--- config.mk ---
export PLATFORM = sky130hd
export DESIGN_NAME = page_xlat
export DESIGN_NICKNAME = d
export VERILOG_FILES = /design/src/rtl/page_xlat_pkg.sv /design/src/rtl/pte_table.sv /design/src/rtl/perm_check.sv /design/src/rtl/page_xlat.sv
export SDC_FILE = /design/constraint.sdc
export NUM_CORES = 1
export LEC_CHECK = 0
export ABC_CLOCK_PERIOD_IN_PS = 2480
export BUFFER_PORTS_ARGS = -buffer_cell sky130_fd_sc_hd__buf_2
export CAP_MARGIN = 20
export CORE_ASPECT_RATIO = 1.2
export CORE_MARGIN = 2
export CORE_UTILIZATION = 25
export CTS_CLUSTER_SIZE = 28
export DETAILED_ROUTE_END_ITERATION = 12
export PLACE_DENSITY_LB_ADDON = 0.3
export SLEW_MARGIN = 20
export SYNTH_ARGS = -nofsm -noshare
export SYNTH_HDL_FRONTEND = slang
export SYNTH_HIERARCHICAL = 1
export SYNTH_SLANG_ARGS = --single-unit
--- constraint.sdc ---
create_clock -name clk_i -period 2.48 [get_ports clk_i]
set_input_delay 0.372 -clock clk_i [delete_from_list [all_inputs] [get_ports clk_i]]
set_output_delay 0.372 -clock clk_i [all_outputs]
set_load 0.02 [all_outputs]
--- src/rtl/page_xlat_pkg.sv ---
package page_xlat_pkg;
  typedef enum logic [1:0] {
    ACC_LOAD  = 2'd0,
    ACC_STORE = 2'd1,
    ACC_FETCH = 2'd2,
    ACC_RSVD  = 2'd3
  } acc_e;

  typedef struct packed {
    logic present;
    logic rd;
    logic wr;
    logic ex;
  } pte_flags_t;

  localparam int unsigned FLAGS_W = $bits(pte_flags_t);
endpackage

--- src/rtl/pte_table.sv ---
module pte_table
  import page_xlat_pkg::*;
#(
  parameter int unsigned VPN_W = 2,
  parameter int unsigned PPN_W = 4
) (
  input  logic             clk_i,
  input  logic             rst_ni,
  input  logic             we_i,
  input  logic [VPN_W-1:0] wr_idx_i,
  input  logic [PPN_W-1:0] wr_ppn_i,
  input  pte_flags_t       wr_flags_i,
  input  logic [VPN_W-1:0] rd_idx_i,
  output logic [PPN_W-1:0] rd_ppn_o,
  output pte_flags_t       rd_flags_o
);
  localparam int unsigned N_PAGES = 1 << VPN_W;

  logic [PPN_W-1:0] ppn_q   [N_PAGES];
  pte_flags_t       flags_q [N_PAGES];

  for (genvar g = 0; g < N_PAGES; g++) begin : g_entry
    logic sel;
    assign sel = we_i && (wr_idx_i == VPN_W'(g));
    always_ff @(posedge clk_i or negedge rst_ni) begin
      if (!rst_ni) begin
        ppn_q[g]   <= '0;
        flags_q[g] <= '0;
      end else if (sel) begin
        ppn_q[g]   <= wr_ppn_i;
        flags_q[g] <= wr_flags_i;
      end
    end
  end

  assign rd_ppn_o   = ppn_q[rd_idx_i];
  assign rd_flags_o = flags_q[rd_idx_i];
endmodule

--- src/rtl/perm_check.sv ---
module perm_check
  import page_xlat_pkg::*;
(
  input  pte_flags_t flags_i,
  input  acc_e       acc_i,
  output logic       fault_o
);
  logic allowed;

  always_comb begin
    unique case (acc_i)
      ACC_LOAD:  allowed = flags_i.rd;
      ACC_STORE: allowed = flags_i.wr;
      ACC_FETCH: allowed = flags_i.ex;
      default:   allowed = 1'b0;
    endcase
    fault_o = !(flags_i.present && allowed);
  end
endmodule

--- src/rtl/page_xlat.sv ---
module page_xlat
  import page_xlat_pkg::*;
#(
  parameter int unsigned VA_W  = 8,
  parameter int unsigned OFF_W = 6,
  parameter int unsigned PPN_W = 4
) (
  input  logic                   clk_i,
  input  logic                   rst_ni,
  input  logic                   cfg_we_i,
  input  logic [VA_W-OFF_W-1:0]  cfg_idx_i,
  input  logic [PPN_W-1:0]       cfg_ppn_i,
  input  logic [3:0]             cfg_flags_i,
  input  logic                   req_valid_i,
  input  logic [VA_W-1:0]        req_vaddr_i,
  input  logic [1:0]             req_acc_i,
  output logic                   rsp_valid_o,
  output logic [PPN_W+OFF_W-1:0] rsp_paddr_o,
  output logic                   rsp_fault_o
);
  localparam int unsigned VPN_W = VA_W - OFF_W;
  localparam int unsigned PA_W  = PPN_W + OFF_W;

  logic [VPN_W-1:0] vpn;
  logic [OFF_W-1:0] off;
  logic [PPN_W-1:0] ent_ppn;
  pte_flags_t       ent_flags;
  logic             fault_d;
  logic [PA_W-1:0]  paddr_d;

  assign vpn = req_vaddr_i[VA_W-1:OFF_W];
  assign off = req_vaddr_i[OFF_W-1:0];

  pte_table #(.VPN_W(VPN_W), .PPN_W(PPN_W)) u_table (
    .clk_i      (clk_i),
    .rst_ni     (rst_ni),
    .we_i       (cfg_we_i),
    .wr_idx_i   (cfg_idx_i),
    .wr_ppn_i   (cfg_ppn_i),
    .wr_flags_i (pte_flags_t'(cfg_flags_i)),
    .rd_idx_i   (vpn),
    .rd_ppn_o   (ent_ppn),
    .rd_flags_o (ent_flags)
  );

  perm_check u_perm (
    .flags_i (ent_flags),
    .acc_i   (acc_e'(req_acc_i)),
    .fault_o (fault_d)
  );

  assign paddr_d = fault_d ? '0 : {ent_ppn, off};

  always_ff @(posedge clk_i or negedge rst_ni) begin
    if (!rst_ni) begin
      rsp_valid_o <= 1'b0;
      rsp_fault_o <= 1'b0;
      rsp_paddr_o <= '0;
    end else begin
      rsp_valid_o <= req_valid_i;
      rsp_fault_o <= req_valid_i && fault_d;
      rsp_paddr_o <= req_valid_i ? paddr_d : '0;
    end
  end
endmodule

==> results.md <==
STA:
- The sum of negative setup slack is 0 ps.
- Setup repair after global routing left no endpoint under its margin.
- For the final database, setup skew stands at 5.88 ps.
- The worst slew margin relative to its limit is 0.634.
- At the pin with the least slew margin, the transition time is 548 ps.
- The final critical-path share of the clock period is 0.681.
- Setup violations remaining at the end of the flow were counted as 0.
- The number of endpoints with negative hold slack in the final report is 0.
- The achievable clock frequency is 0.592 GHz.
- The post-route minimum period is 1690 ps.
- The final-report max-slew violation count is 0.

Synthesis:
- The average footprint of a synthesized cell is 17.2 um2.
- The most common cell in the netlist is dfrtp_1.
- The portion of the post-synthesis area used by sequential elements is 0.599.
- The largest total area in the synthesized netlist belongs to dfrtp_1.
- After synthesis, the netlist uses 16 different library cells.
- Yosys printed 6 warnings.
- In this run, synthesis produced a sequential element count of 44.
- The area of the mapped netlist is 1840 um2.
- Yosys mapped a number of flops with a built-in enable equal to 0.
- By count the netlist is led by dfrtp_1, mux2_2, and3b_1, mux4_2, nand3b_2.
- In the post-synthesis netlist, the biggest area contributors are dfrtp_1, mux2_2, mux4_2.
- The top flip-flop cell by instance count after synthesis is dfrtp_1.
- The number of standard cells after synthesis is 107.
- The share of synthesized area in the top cell type comes to 0.599.
- After synthesis, the share of flip-flops with an asynchronous set or reset is 1.00.
- Counting every net in the synthesized netlist gives 131.

Finish:
- The number of antenna repair diodes is 0.
- The net count reported at finish is 169.
- The multi-input combinational cell area is 713 um2.
- Summing all flip-flop and latch instances after layout gives 1100 um2.
- The area overhead of the layout relative to synthesis is 20.5%.
- The layout filler cell count is 720.
- The final standard cell area without fillers is 2220 um2.
- The share of final-layout standard cells stronger than drive strength 1 is 0.603.

Pwr:
- The total leakage power is 1.05 nW.
- The maximum ir drop on the vdd rail is 0.212 mV.
- Dividing total power by cell area gives a power density of 763 nW/um2.
- The design draws 1.69 mW.

Global routing:
- After global routing the overflow that remains totals 0.
- The initial antenna violation count came to 0.
- The via count of the first global-routing pass is 1178.
- The largest net degree at the start of global routing is 45.
- The combined global-route utilization of all metal layers is 0.101.
- The first global-routing pass estimated 6010 um of wire.

Drt:
- Wires add up to 3730 um.
- The detail route stage leaves a number of antenna-violating nets equal to 0.
- The average vias per placed instance is 4.43.
- The number of detailed-routing iterations run before antenna repair is 4.
- The final routed wire length divided by cell count is 15.8 um.
- The first routing iteration left 52 violations.
- The routed layout has 1046 vias.
- After detailed routing, the number of remaining DRC violations is 0.

Worst setup path:
- The startpoint type of the worst setup path is a primary input.
- The critical path in this run is classified as primary input to flip-flop.
- For the worst setup path, the data required time is 2670 ps.
- Of all nets on the critical path, the largest fanout is 11.
- The destination of the worst register-to-register timing path is rsp_paddr_o[1]$_DFF_PN0_.
- The worst register-to-register path begins at u_table/flags_q[1]$_DFFE_PN0P_.
- The worst setup path is captured at a flip-flop.
- Measured in cells, the most critical reg-to-reg path has a length of 5.
- Setup slack on the worst reg-to-reg path comes out at 840 ps.
- The signal arrival time at the worst endpoint is 1880 ps.

Floorplanning:
- The row count is 34.
- The total area inside the core boundary comes to 7190 um2.
- The total die area is 8060 um2.
- From bottom edge to top edge, the die measures 98.0 um.
- In this run the horizontal extent of the chip is 82.3 um.
- The starting utilization of the core area is 0.256.
- 36 I/O pins were placed.

Clocking:
- The root cell of the clock tree is clkbuf_8.
- TritonCTS built the clock tree.
- CTS saw 44 sinks.
- In this run, post-CTS hold repair placed 0 buffers.
- TritonCTS created 5 clock buffers.
- The level count of the clock H-tree is 2.
- In this run the post-CTS setup repair buffer count came out at 0.
- The clock reaches the later pin of the worst-skew pair after 300 ps.
- The register clock-pin slew on the reported worst setup and hold paths is 80 ps.
- Post-CTS repair changed the size of 0 cells.
- No sink is reached through more buffers than the 2 on the longest clock path.

Outcome:
- The run finished with clean final reports.

Worst hold path:
- The class of the worst hold path is primary input to async pin.

Placed design:
- The placed instance area is 2100 um2.
- The routability-driven placement congestion ratio is 0.658.
- The count of buffers inserted at the top-level ports is 35.
- The HPWL after detailed placement is 2620 um.

Run:
- Max-cap violations in this run came to 0.
[placed cells by master, fill, tap and decap left out, drive strengths merged]
| master | count |
|---|---|
| bufinv | 1 |
| clkinvlp | 1 |
| nand3b | 3 |
| clkinv | 1 |
| nand2 | 1 |
| and2 | 1 |
| clkbuf | 5 |
| mux4 | 8 |
| mux2i | 1 |
| dfrtp | 44 |
| nor3b | 1 |
| o21ai | 1 |
| nand3 | 1 |
| buf | 35 |
| mux2 | 32 |
| and3b | 10 |
[cell families after synthesis]
logic type	count (synthesis)	synth area share
buffers and inverters	4	0.0136
AO/OA/AOI/OAI	1	0.00272
AND/OR/NAND/NOR	17	0.0857
multiplexers	41	0.299
flip-flops	44	0.599
[area by class of cell]
cell class	instances	area share
Clock inverter	3	0.0192
Timing Repair Buffer	35	0.0802
Clock buffer	5	0.0311
Sequential cell	44	0.497
Multi-Input combinational cell	59	0.322
Tap cell	90	0.0508
[critical path: stages]
cell and delay (ps):
buf_2 270, mux4_2 540, mux2i_1 150, o21ai_1 80, nand2_1 240, and3b_1 220
[stage by stage]
stage,util,worst slack [ps],hold WS [ps],instances
2_1_floorplan,-,700,76.4,107
5_1_grt,0.308,638,99.5,236
6_report,0.308,791,53.4,236
3_5_place_dp,0.292,441,487,228
3_3_place_gp,0.292,489,481,228
4_1_cts,0.308,749,261,236
[registers in the layout, indices dropped and copies added (netlist names)]
register and flops:
rsp_fault_o 1, rsp_paddr_o 10, rsp_valid_o 1, u_table/ppn_q 16, u_table/flags_q 16
[worst max path at each step]
stage | startpoint | endpoint | cells after the start
2_1_floorplan | req_vaddr_i[6] | rsp_paddr_o[6]$_DFF_PN0_ | 7
3_3_place_gp | req_vaddr_i[6] | rsp_paddr_o[7]$_DFF_PN0_ | 6
3_5_place_dp | req_vaddr_i[6] | rsp_paddr_o[0]$_DFF_PN0_ | 6
5_1_grt | req_vaddr_i[6] | rsp_paddr_o[1]$_DFF_PN0_ | 6
4_1_cts | req_vaddr_i[6] | rsp_paddr_o[1]$_DFF_PN0_ | 6
6_report | req_vaddr_i[6] | rsp_paddr_o[1]$_DFF_PN0_ | 6
[where the power goes]
| part | switching [mW] | leakage, nW | total, mW | internal (mW) |
|---|---|---|---|---|
| Sequential | 0.0493 | 0.541 | 0.876 | 0.827 |
| Clock | 0.244 | 0.0541 | 0.542 | 0.298 |
| Combinational | 0.111 | 0.454 | 0.272 | 0.161 |
[routing by layer]
| layer | GRT usage | vias up | wire length, um |
|---|---|---|---|
| met5 | 0 | - | 0 |
| met4 | 0.0308 | 0 | 49 |
| met3 | 0.0314 | 6 | 261 |
| met2 | 0.167 | 35 | 1930 |
| met1 | 0.122 | 534 | 1490 |
| li1 | - | 471 | - |
Power figures use the tool's default switching activity.
